`src/rtl/pfd_pkg.sv`:
```
package pfd_pkg;

    typedef enum logic [1:0] {
        ST_IDLE,
        ST_FILL,
        ST_DONE
    } phase_t;

    // Symmetric triangular prototype, zero beyond its length (padding).
    function automatic int proto_coef(input int k, input int n, input int step);
        int mirror;
        if (k >= n) begin
            return 0;
        end
        mirror = (k < n - 1 - k) ? k : n - 1 - k;
        return step * (mirror + 1);
    endfunction

endpackage

```
`src/rtl/pfd_commutator.sv`:
```
module pfd_commutator
    import pfd_pkg::*;
#(
    parameter int M = 4
) (
    input  logic         clk,
    input  logic         rst,
    input  logic         in_valid,
    output logic         in_ready,
    output logic         accept,
    output logic [M-1:0] load,
    output logic         close,
    output logic         emit
);

    localparam int PW = (M > 1) ? $clog2(M) : 1;
    localparam logic [PW-1:0] LAST = PW'(M - 1);

    phase_t        state;
    phase_t        state_nxt;
    logic [PW-1:0] ptr;
    logic          at_zero;

    // state register
    always_ff @(posedge clk) begin
        if (rst) begin
            state <= ST_IDLE;
        end else begin
            state <= state_nxt;
        end
    end

    // branch pointer, counts downward and wraps
    always_ff @(posedge clk) begin
        if (rst) begin
            ptr <= LAST;
        end else if (accept) begin
            ptr <= at_zero ? LAST : ptr - 1'b1;
        end
    end

    always_comb begin
        state_nxt = state;
        unique case (state)
            ST_IDLE: if (accept) state_nxt = at_zero ? ST_DONE : ST_FILL;
            ST_FILL: if (accept && at_zero) state_nxt = ST_DONE;
            ST_DONE: state_nxt = accept ? (at_zero ? ST_DONE : ST_FILL) : ST_IDLE;
            default: state_nxt = ST_IDLE;
        endcase
    end

    // outputs
    always_comb begin
        at_zero  = (ptr == '0);
        in_ready = !rst;
        accept   = in_valid && in_ready;
        close    = accept && at_zero;
        emit     = (state == ST_DONE);
        load     = '0;
        if (accept) begin
            load[ptr] = 1'b1;
        end
    end

    p_rotate_r2: assert property (@(posedge clk) disable iff (rst)
        accept |=> ptr == (($past(ptr) == '0) ? LAST : $past(ptr) - 1'b1));

    p_ptr_hold_r5: assert property (@(posedge clk) disable iff (rst)
        !accept |=> $stable(ptr));

endmodule

```
`src/rtl/pfd_branch.sv`:
```
module pfd_branch
    import pfd_pkg::*;
#(
    parameter int DW   = 16,
    parameter int CW   = 16,
    parameter int M    = 4,
    parameter int N    = 16,
    parameter int K    = 4,
    parameter int P    = 0,
    parameter int STEP = 1024,
    parameter int BW   = DW + CW + $clog2(K) + 1
) (
    input  logic                 clk,
    input  logic                 rst,
    input  logic                 load,
    input  logic signed [DW-1:0] sample,
    output logic signed [BW-1:0] dot
);

    localparam int PRW = DW + CW;

    logic signed [DW-1:0]  taps [K];
    logic signed [PRW-1:0] prod [K];

    // delay line, shifts only on samples routed to this branch
    always_ff @(posedge clk) begin
        if (rst) begin
            for (int j = 0; j < K; j++) begin
                taps[j] <= '0;
            end
        end else if (load) begin
            taps[0] <= sample;
            for (int j = 1; j < K; j++) begin
                taps[j] <= taps[j-1];
            end
        end
    end

    for (genvar j = 0; j < K; j++) begin : g_tap
        localparam logic signed [CW-1:0] COEF = CW'(proto_coef(P + j * M, N, STEP));
        assign prod[j] = PRW'(taps[j]) * PRW'(COEF);
    end

    always_comb begin
        dot = '0;
        for (int j = 0; j < K; j++) begin
            dot = dot + BW'(prod[j]);
        end
    end

    p_line_hold_r5: assert property (@(posedge clk) disable iff (rst)
        !load |=> $stable(taps[0]) && $stable(taps[K-1]));

endmodule

```
`src/rtl/pfd_round_sat.sv`:
```
module pfd_round_sat #(
    parameter int AW    = 37,
    parameter int OW    = 16,
    parameter int SHIFT = 15
) (
    input  logic signed [AW-1:0] acc,
    output logic signed [OW-1:0] y
);

    localparam logic signed [AW:0] HALF =
        {{(AW - SHIFT + 1){1'b0}}, 1'b1, {(SHIFT - 1){1'b0}}};
    localparam logic signed [AW:0] MAXV = {{(AW - OW + 2){1'b0}}, {(OW - 1){1'b1}}};
    localparam logic signed [AW:0] MINV = {{(AW - OW + 2){1'b1}}, {(OW - 1){1'b0}}};

    logic signed [AW:0] biased;
    logic signed [AW:0] shifted;

    always_comb begin
        biased  = $signed({acc[AW-1], acc}) + HALF;
        shifted = biased >>> SHIFT;
        if (shifted > MAXV) begin
            y = MAXV[OW-1:0];
        end else if (shifted < MINV) begin
            y = MINV[OW-1:0];
        end else begin
            y = shifted[OW-1:0];
        end
        p_sign_keep_r7: assert ((acc >= 0) ? (y >= 0) : (y <= 0));
    end

endmodule

```
`src/rtl/pfd_decimator.sv`:
```
module pfd_decimator
    import pfd_pkg::*;
#(
    parameter int M     = 4,
    parameter int N     = 16,
    parameter int DW    = 16,
    parameter int CW    = 16,
    parameter int OW    = 16,
    parameter int SHIFT = 15,
    parameter int STEP  = 1024
) (
    input  logic                 clk,
    input  logic                 rst,
    input  logic                 in_valid,
    output logic                 in_ready,
    input  logic signed [DW-1:0] in_data,
    output logic                 out_valid,
    output logic signed [OW-1:0] out_data
);

    localparam int K  = (N + M - 1) / M;
    localparam int BW = DW + CW + $clog2(K) + 1;
    localparam int AW = DW + CW + $clog2(K * M) + 1;

    logic                 accept;
    logic [M-1:0]         load;
    logic                 close_w;
    logic                 emit;
    logic signed [BW-1:0] dots [M];
    logic signed [AW-1:0] total;
    logic signed [OW-1:0] rounded;

    pfd_commutator #(.M(M)) u_comm (
        .clk      (clk),
        .rst      (rst),
        .in_valid (in_valid),
        .in_ready (in_ready),
        .accept   (accept),
        .load     (load),
        .close    (close_w),
        .emit     (emit)
    );

    for (genvar p = 0; p < M; p++) begin : g_branch
        pfd_branch #(
            .DW(DW), .CW(CW), .M(M), .N(N), .K(K), .P(p), .STEP(STEP), .BW(BW)
        ) u_br (
            .clk    (clk),
            .rst    (rst),
            .load   (load[p]),
            .sample (in_data),
            .dot    (dots[p])
        );
    end

    always_comb begin
        total = '0;
        for (int p = 0; p < M; p++) begin
            total = total + AW'(dots[p]);
        end
    end

    pfd_round_sat #(.AW(AW), .OW(OW), .SHIFT(SHIFT)) u_rs (
        .acc (total),
        .y   (rounded)
    );

    always_ff @(posedge clk) begin
        if (rst) begin
            out_valid <= 1'b0;
            out_data  <= '0;
        end else begin
            out_valid <= emit;
            if (emit) begin
                out_data <= rounded;
            end
        end
    end

    p_pulse_timing_r3: assert property (@(posedge clk) disable iff (rst)
        out_valid == $past(close_w, 2));

    p_out_hold_r8: assert property (@(posedge clk) disable iff (rst)
        !out_valid |-> $stable(out_data));

    // unused handshake copy kept for clarity of the accept path
    logic unused_ok;
    assign unused_ok = accept;

endmodule

```
`config.mk`:
```
export PLATFORM = sky130hd
export DESIGN_NAME = pfd_decimator
export DESIGN_NICKNAME = d
export VERILOG_FILES = /design/src/rtl/pfd_pkg.sv /design/src/rtl/pfd_commutator.sv /design/src/rtl/pfd_branch.sv /design/src/rtl/pfd_round_sat.sv /design/src/rtl/pfd_decimator.sv
export SDC_FILE = /design/constraint.sdc
export NUM_CORES = 1
export LEC_CHECK = 0
export CAP_MARGIN = 20
export CORE_ASPECT_RATIO = 1.75
export CORE_MARGIN = 10
export CORE_UTILIZATION = 45
export CTS_BUF_LIST = sky130_fd_sc_hd__clkbuf_4
export DETAILED_ROUTE_END_ITERATION = 10
export GPL_TIMING_DRIVEN = 0
export RECOVER_POWER = 50
export SYNTH_ARGS = -nofsm -noshare
export SYNTH_HDL_FRONTEND = slang
export SYNTH_SLANG_ARGS = --single-unit
```
`constraint.sdc`:
```
create_clock -name clk -period 11.3 [get_ports clk]
set_input_delay 2.26 -clock clk [delete_from_list [all_inputs] [get_ports clk]]
set_output_delay 2.26 -clock clk [all_outputs]
set_load 0.02 [all_outputs]
```
Yosys cells after proc, flatten, opt, wreduce, memory -nomap -nowiden
Memories as Yosys holds them, arrays and structs flattened.
Cells that the tools add are included.
{ "word_totals": {"ff_bits": 21, "latchBits": 0, "mem_bits_rw": 256, "rom_bits": 0, "in_bits": 19, "out_inout_bits": 18, "n_memories": 4} }
{ "classes": {"addsub": 17, "mul": 8, "n_div": 0, "n_lt_le_gt_ge": 4, "eq_ne": 4, "shifts": 0, "mux": 41, "n_bitwise": 16, "n_reduce_logical": 7} }
{ "mem_list": {"columns": ["memory", "depth", "width", "read_ports", "rd_clocked_by_memory_dff", "write_ports", "line", "rtl"], "rows": [
  ["g_branch[0].u_br.taps", 4, 16, 4, 0, 4, "pfd_branch.sv:22", "logic signed [DW-1:0] taps [K];"],
  ["g_branch[1].u_br.taps", 4, 16, 4, 0, 4, "pfd_branch.sv:22", null],
  ["g_branch[2].u_br.taps", 4, 16, 4, 0, 4, "pfd_branch.sv:22", null],
  ["g_branch[3].u_br.taps", 4, 16, 4, 0, 4, "pfd_branch.sv:22", null]
]} }
{ "ops": {"columns": ["cell", "count"], "rows": [
  ["$mux 16", 18],
  ["$mul 16x4->20 const B", 4],
  ["$mul 16x3->19 const B", 4],
  ["$add 31x30->32", 2],
  ["$add 37x16->38 const B", 1],
  ["$add 36x35->37", 1],
  ["$add 37x35->37", 1],
  ["$add 35x35->36", 1],
  ["$add 35x26->35", 1],
  ["$add 35x27->35", 1],
  ["$add 35x28->35", 1],
  ["$add 32x29->33", 1],
  ["$add 31x29->32", 1],
  ["$add 26x30->31", 1],
  ["$add 27x30->31", 1],
  ["$add 29x30->31", 1],
  ["$add 30x30->31", 1],
  ["$add 28x29->30", 1],
  ["$gt 23x16->1 const B", 1],
  ["$lt 23x16->1 const B", 1],
  ["$or 1x1->1", 16],
  ["$mux 1", 15],
  ["$mux 2", 5],
  ["$pmux 2 s3", 1],
  ["13 further kinds", 16]
]} }

Logic depth before layout (Yosys ltp)
Gate-level depths: netlist of run 1.
An unclocked memory read counts as a cell.
{ "logic_depth": {"depth_word": 12, "depth_mapped": 45} }

By module
Synthesis of run 1 repeated with hierarchy kept, for this count alone.
{ "hier_totals": {"cells_unflattened": 3384, "hier_area_um2": 31994.4} }
{ "by_module_without_submodules": {"columns": ["module", "instances", "cells_per_inst", "area_each_um2"], "rows": [
  ["pfd_branch at g_branch[2].u_br", 1, 836, 7828.8],
  ["pfd_branch at g_branch[1].u_br", 1, 762, 7557.2],
  ["pfd_branch at g_branch[0].u_br", 1, 537, 5525.3],
  ["pfd_branch at g_branch[3].u_br", 1, 516, 5415.2],
  ["pfd_decimator", 1, 584, 4626.9],
  ["pfd_round_sat", 1, 116, 744.5],
  ["pfd_commutator", 1, 33, 296.5]
]} }

Worst setup path before layout of run 1
OpenSTA, ideal clock, no wires.
{ "synth_path": {"path_kind": "reg2reg", "from": "memory g_branch[2].u_br.taps[1][1], in the netlist g_branch[2].u_br.taps[0][17]", "to": "register out_data[10]", "setup_time_ns": 0.132, "t_arrival_ns": 9.396, "required_time_ns": 11.168, "slack_ns": 1.772, "stages_incl_launch_ff": 45, "synth_period_minus_slack_ns": 9.528, "path_cell_list": "edfxtp_1 -> ha_1 -> xor2_1 -> ha_1 -> fa_1 -> a21o_1 -> a21oi_1 -> o21bai_1 -> a21oi_1 -> o21bai_1 -> a21oi_1 -> o21bai_1 -> a21oi_1 -> xor2_1 -> fa_1 -> inv_1 -> ha_1 -> or2_2 -> [9 not listed] -> xnor2_1 -> fa_1 -> inv_1 -> fa_1 -> inv_1 -> ha_1 -> ha_1 -> o21ai_0 -> nand2b_1 -> and2_1 -> o21ai_0 -> a31oi_4 -> o2111ai_2 -> and2_4 -> o311ai_4 -> a211oi_2 -> buf_4 -> o32ai_1"} }
{ "synth_rtl": {"columns": ["element", "line", "rtl"], "rows": [
  ["start: declaration", "pfd_branch.sv:22", null],
  ["end signal: assignment", "pfd_decimator.sv:75", "out_data <= rounded;"],
  ["end: declaration", "pfd_decimator.sv:18", "output logic signed [OW-1:0] out_data"]
]} }

==> flow_summary_export.csv, run 1 <==
group,metric,value,unit
status,status,"finished with violations",
status,violations,"max-capacitance violations, max-slew violations",
synthesis,ys.flop_type,"edfxtp_1",
drt,route.detailed.drc,0,
setup_path,r2r_cells,41,
sta,setup_viol,0,
setup_path,path_class,"register to register",
clock_tree,cts_buffer_depth,3,
min_path,min_from,"u_comm.state[1]",
synthesis,synth_edf_count,256,
flow_run,drv_cap,1,
sta,finalSetupTns,0,ns
clock_tree,cts-htree-levels,3,
sta,drv_slew,65,
synthesis,synth_nets,3578,
setup_path,crit_slowest_cell,"fa_1",
sta,min_period,10.69,ns
grt,grt_usage,21.1,%
drt,first_iter_violations,1007,
drt,firstDrtPassIters,6,
sta,maxSlewHeadroom,-154,%
grt,grt_pass1_wl,123,mm
die,die_area,75000,um^2
drt,vias,21800,
drt,drtAntennaViolNets,0,
synthesis,yosys_register_bits,277,
synthesis,synth_top_family_by_area,"adder cells",
setup_path,timing.rr.start,"g_branch[2].u_br.taps[0][17]",
min_path,whs_path_depth,1,
clock_tree,post_cts_buffers,0,
clock_tree,cts_root_buffer,"clkbuf_4",
clock_tree,clk_pin_slew,0.07,ns
grt,grt_start_max_net_pins,65,
die,die_w,211,um
setup_path,arrival,11.39,ns
die,fp.coreArea,63300,um^2
synthesis,muxShareOfSynthArea,0.208,%
die,io_pins,37,
setup_path,slowest_delay,0.55,ns
drt,routed_wl,78.5,mm
synthesis,synth_xor_area_share,7.41,%
die,die_h,355,um
setup_path,startpoint_type,"register",
sta,finalHoldViolations,0,
setup_path,r2r_setup_slack,0.61,ns
synthesis,async_flop_share,0,%
synthesis,yosysUniqueCellTypes,72,
setup_path,end_kind,"register",
place,dp_hpwl,63.9,mm
min_path,whs_endpoint,"u_comm.state[1]",
clock_tree,tritoncts,"done",
place,io_buffer_count,36,
drt,via_per_inst,5.55,
synthesis,synth_warnings,0,
place,gp_congestion,0.936,
sta,worstMarginPinSlew,3.81,ns
clock_tree,cts_hold_buf,0,
synthesis,synth-compound-area-share,11.8,%
sta,skew,0.0361,ns
finish,syn2layout_area_growth,8.40,%
synthesis,synthAdderAreaFrac,31.7,%
clock_tree,ctsResizeCount,0,
setup_path,r2r-end,"out_data[5]",
grt,antenna_found_initial,9,
grt,overflow,0,
synthesis,synth_cells,2937,
synthesis,ys_seq_area_share,28.1,%
drt,post_drt_wl_per_cell,20.0,um
sta,fmax,93.5,MHz
synthesis,netlist_area,28800,um^2
die,initial_utilization,45.5,%
finish,num-nets-final,3691,
sta,fin_crit_sh,94.6,%
clock_tree,clk-insertion-delay-late,0.85,ns
grt,grt_pass1_vias,23100,
setup_path,crit_top_cell,"ha_1",
min_path,min_path_type,"register to register",
synthesis,yosys.area_share.simple,14.2,%
clock_tree,cts_buffers,74,
synthesis,syn_avg_cell_area,9.82,um^2
finish,drive_above_1_share,5.25,%
setup_path,required,12.00,ns
setup_path,path_max_fanout,10,
die,rows,122,
clock_tree,clkSinkCount,277,
[registers in the layout, summed over array words and instances (netlist names)]
name	flops
out_data	16
out_valid	1
u_comm.state	2
u_comm.ptr	2
g_branch.u_br.taps	256
[synthesized netlist by cell type (3+ instances only)]
cell	count	area, um^2
and3_1	276	1730
nor2_1	146	548
nand2_1	86	323
fa_1	182	3640
o31a_1	8	70.1
a21oi_1	173	866
o31ai_1	8	60.1
inv_1	427	1600
a21oi_2	3	26.3
or3_1	33	206
mux2i_1	6	60.1
xor2_1	79	692
or2_2	14	87.6
o311ai_0	3	26.3
nor3b_1	4	30.0
a31o_2	7	61.3
a211o_1	6	52.6
ha_1	440	5510
nand4_1	5	31.3
dfxtp_1	21	420
a41oi_1	6	52.6
o21ai_0	123	616
xnor2_1	165	1450
nand2b_1	37	231
nand3b_1	4	30.0
o21bai_1	26	195
nor3_1	59	295
a31oi_1	14	87.6
o41ai_1	5	43.8
a21o_1	49	368
and2_1	16	100
a21boi_0	15	113
nand3_1	41	205
a41o_1	3	30.0
o32ai_1	15	131
edfxtp_1	256	7690
o21a_1	24	180
nor2b_1	30	188
a2111oi_0	3	26.3
a211oi_1	11	82.6
o211ai_1	5	37.5
nor4_1	5	31.3
clkbuf_1	61	229
[cell type report]
cell class              count  area, um^2
fillers                  5887       32100
multi-input cells        2168       18900
flip-flops and latches    277        8110
inverters                 427        1600
well taps                 806        1010
clock buffers             103         773
repair buffers             37         364
plain buffers              65         258
clock inverters            29         169
diodes                      9        22.5
[logic make-up (layout without fill, tap and decap cells)]
family,Yosys count,count (layout)
AOI/OAI and AO/OA,532,532
adders and majority gates,622,622
xor gates and xnor gates,244,244
and+or+nand+nor,764,764
DFF,277,277
buffers and inverters,492,661
muxes,6,6
other,0,9
[per-layer routing]
metal | vias up | part of all wire [%] | global-route usage (%)
met5 | - | 0.055 | 0
met4 | 6 | 5.1 | 11.6
met3 | 167 | 4.0 | 3.23
met2 | 427 | 54 | 40.0
met1 | 10600 | 37 | 21.4
li1 | 10600 | - | -
[cells in the final DEF, fill, tap and decap left out, drive strengths merged, types with 7 or more instances in the layout]
cell and count:
o32ai 15, nor3 59, o31a 8, a211oi 12, fa 182, a31o 7, a21o 49, o41ai 7
a21boi 15, or2 14, or3 33, nand2 86, ha 440, nand2b 37, and2 17, inv 428
clkdlybuf4s50 17, xnor2 165, diode 9, clkbuf 165, xor2 79, nor2b 30, a21oi 176, o31ai 8
a31oi 15, dlygate4sd3 19, o21a 24, dfxtp 21, o21ai 126, nand3 41, and3 276, o21bai 26
edfxtp 256, clkinv 25, nor2 146
[how the worst max path moves through the flow]
stage | depth (start not counted) | slack (ns) | from | endpoint
after floorplan | 44 | 1.77 | g_branch[2].u_br.taps[0][17] | out_data[10]
after global placement | 43 | 0.65 | g_branch[2].u_br.taps[0][17] | out_data[9]
after detailed placement | 41 | 0.54 | g_branch[2].u_br.taps[0][18] | out_data[5]
after CTS | 41 | 0.46 | g_branch[2].u_br.taps[0][18] | out_data[5]
after global routing | 44 | -0.0002 | g_branch[2].u_br.taps[0][18] | out_data[5]
final | 41 | 0.61 | g_branch[2].u_br.taps[0][17] | out_data[5]
[worst max-delay path: cells and delay by family (launching register included)]
family | cells | cell delay, ns
DFF | 1 | 0.44
xor gates and xnor gates | 4 | 0.91
adders and majority gates | 10 | 4.04
and+or+nand+nor | 4 | 0.75
AOI/OAI and AO/OA | 21 | 4.14
buffers and inverters | 2 | 0.28
[through the flow]
stage	instance area [um^2]	hold WS (ns)	std cells	utilization (%)	worst slack (ns)
CTS	31200	0.475	3912	49.2	0.461
global route	31200	0.511	3918	49.3	-0.000194
floorplan	28800	0.441	2937	-	1.77
detailed placement	30300	0.465	3780	47.8	0.541
finish	31300	0.480	3921	49.3	0.609
global placement	30200	0.455	3779	47.7	0.654
Power of run 1 is not shown: default switching activity piles up to over one toggle a cycle in this logic, so the estimate is an artifact.
==> run 2, diff against run 1 <==
--- a/config.mk
+++ b/config.mk
@@ -5,7 +5,7 @@
 export SDC_FILE = /design/constraint.sdc
 export NUM_CORES = 1
 export LEC_CHECK = 0
-export CAP_MARGIN = 20
+export CAP_MARGIN = 5
 export CORE_ASPECT_RATIO = 1.75
 export CORE_MARGIN = 10
 export CORE_UTILIZATION = 45
==> constraint.sdc (replaced) <==
create_clock -name clk -period 11.5 [get_ports clk]
set_input_delay 2.3 -clock clk [delete_from_list [all_inputs] [get_ports clk]]
set_output_delay 2.3 -clock clk [all_outputs]
set_load 0.02 [all_outputs]
==> flow_summary_export.csv, run 2 (synthesis gave the netlist of run 1 again) <==
group,metric,value,unit
drt,first_iter_violations,993,
place,placed_area,30300,um^2
setup_path,r2r_cells,41,
drt,routed_wl,78.6,mm
place,gp_congestion,0.936,
finish,fin_area,31200,um^2
setup_path,cp-startpoint,"g_branch[2].u_br.taps[0][17]",
setup_path,required,12.20,ns
status,violations,"max-capacitance violations, max-slew violations",
sta,min_period,10.83,ns
finish,layout_commonest_cell,"ha_1",
place,dp_hpwl,63.9,mm
clock_tree,cts_buffers,74,
die,die_h,355,um
finish,largest_register_ffs,256,
drt,vias,21800,
drt,drtAntennaViolNets,0,
clock_tree,cts_buffer_depth,3,
drt,firstDrtPassIters,6,
die,io_pins,37,
setup_path,crit_top_cell,"ha_1",
sta,fmax,92.3,MHz
setup_path,arrival,11.53,ns
grt,grt_start_max_net_pins,65,
die,die_w,211,um
setup_path,startpoint_type,"register",
clock_tree,cts_root_buffer,"clkbuf_4",
grt,overflow,0,
setup_path,crit_end,"out_data[5]",
finish,syn2layout_area_growth,8.22,%
sta,setup_viol,0,
finish,final_cells,3921,
clock_tree,clkSinkCount,277,
sta,skew,0.0391,ns
die,die_area,75000,um^2
setup_path,slowest_delay,0.57,ns
clock_tree,cts_hold_buf,0,
sta,fin_crit_sh,94.2,%
finish,top_regs,"g_branch.u_br.taps x256, out_data x16",
drt,via_per_inst,5.56,
sta,finalSetupTns,0,ns
sta,finalHoldViolations,0,
sta,drv_slew,65,
sta,maxSlewHeadroom,-157,%
sta,worstMarginPinSlew,3.85,ns
grt,grt_pass1_vias,23100,
setup_path,r2r_setup_slack,0.67,ns
finish,regMostFlops,"g_branch.u_br.taps",
setup_path,end_kind,"register",
min_path,min_path_type,"register to register",
finish,fillers,5889,
finish,drive_above_1_share,5.05,%
finish,num-nets-final,3691,
clock_tree,clk_pin_slew,0.07,ns
die,rows,122,
place,io_buffer_count,36,
drt,post_drt_wl_per_cell,20.0,um
setup_path,path_class,"register to register",
die,fp.coreArea,63300,um^2
clock_tree,tritoncts,"done",
grt,antenna_found_initial,9,
clock_tree,cts-htree-levels,3,
status,status,"finished with violations",
sta,whs,0.475,ns
clock_tree,clk-insertion-delay-late,0.85,ns
grt,grt_usage,21.1,%
setup_path,timing.rr.start,"g_branch[2].u_br.taps[0][17]",
sta,rsz0062_at_grt,"no",
setup_path,r2r-end,"out_data[5]",
grt,grt_pass1_wl,123,mm
drt,route.detailed.drc,0,
place,placed_cells,3780,
setup_path,crit_slowest_cell,"fa_1",
flow_run,drv_cap,1,
finish,layout_common_cells,"ha_1 (440), inv_1 (427), and3_1 (276), edfxtp_1 (256), fa_1 (182)",
setup_path,path_max_fanout,10,
die,initial_utilization,45.5,%
run 2: cell counts in the layout (fill, tap and decap cells not counted):
Identical to the previous run, type by type.
run 2: final cells by class:
cell class | count | area [um^2] | area share, %
diodes | 9 | 22.5 | 0.0722
clock buffers | 103 | 773 | 2.48
flip-flops and latches | 277 | 8110 | 26.0
inverters | 427 | 1600 | 5.14
multi-input cells | 2168 | 18900 | 60.6
plain buffers | 65 | 258 | 0.826
repair buffers | 37 | 364 | 1.17
well taps | 806 | 1010 | 3.23
clock inverters | 29 | 169 | 0.541
run 2: repair_timing:
| item | CTS | global route |
|---|---|---|
| endpoints found under the setup margin | 0 | 11 |
| gates resized for setup | 0 | 2 |
| setup buffers | 0 | 0 |
run 2: routing by layer:
metal	vias to the layer above	track usage (%)	part of all wire, %
met5	-	0	0.055
met4	6	11.6	4.9
met3	162	3.23	3.9
met2	415	40.0	54
met1	10600	21.4	37
li1	10600	-	-
run 2: worst min-delay path by stage:
stage	start	endpoint	slack, ns	cells past startpoint
floorplan	u_comm.state[1]	u_comm.state[1]	0.44	1
global placement	u_comm.state[1]	u_comm.state[1]	0.45	1
detailed placement	u_comm.state[1]	u_comm.state[1]	0.47	1
CTS	u_comm.state[1]	u_comm.state[1]	0.47	1
global route	u_comm.state[1]	u_comm.state[1]	0.51	1
finish	u_comm.state[1]	u_comm.state[1]	0.47	1
run 2: stage by stage:
stage / setup slack [ns] / utilization [%]
global route: 0.0158 / 49.2
global placement: 0.854 / 47.7
floorplan: 1.97 / -
finish: 0.670 / 49.3
CTS: 0.661 / 49.2
detailed placement: 0.741 / 47.8
run 2: worst max-delay path, delay by kind of cell, from the launching register on:
family,cells,cell delay (ns)
flip-flops,1,0.44
XOR/XNOR,3,0.62
AND/OR/NAND/NOR,5,0.85
buffers and inverters,3,0.46
AO/OA/AOI/OAI,20,4.36
adder cells (fa/ha/maj),10,3.94
Power of run 2 is left out for the same reason.
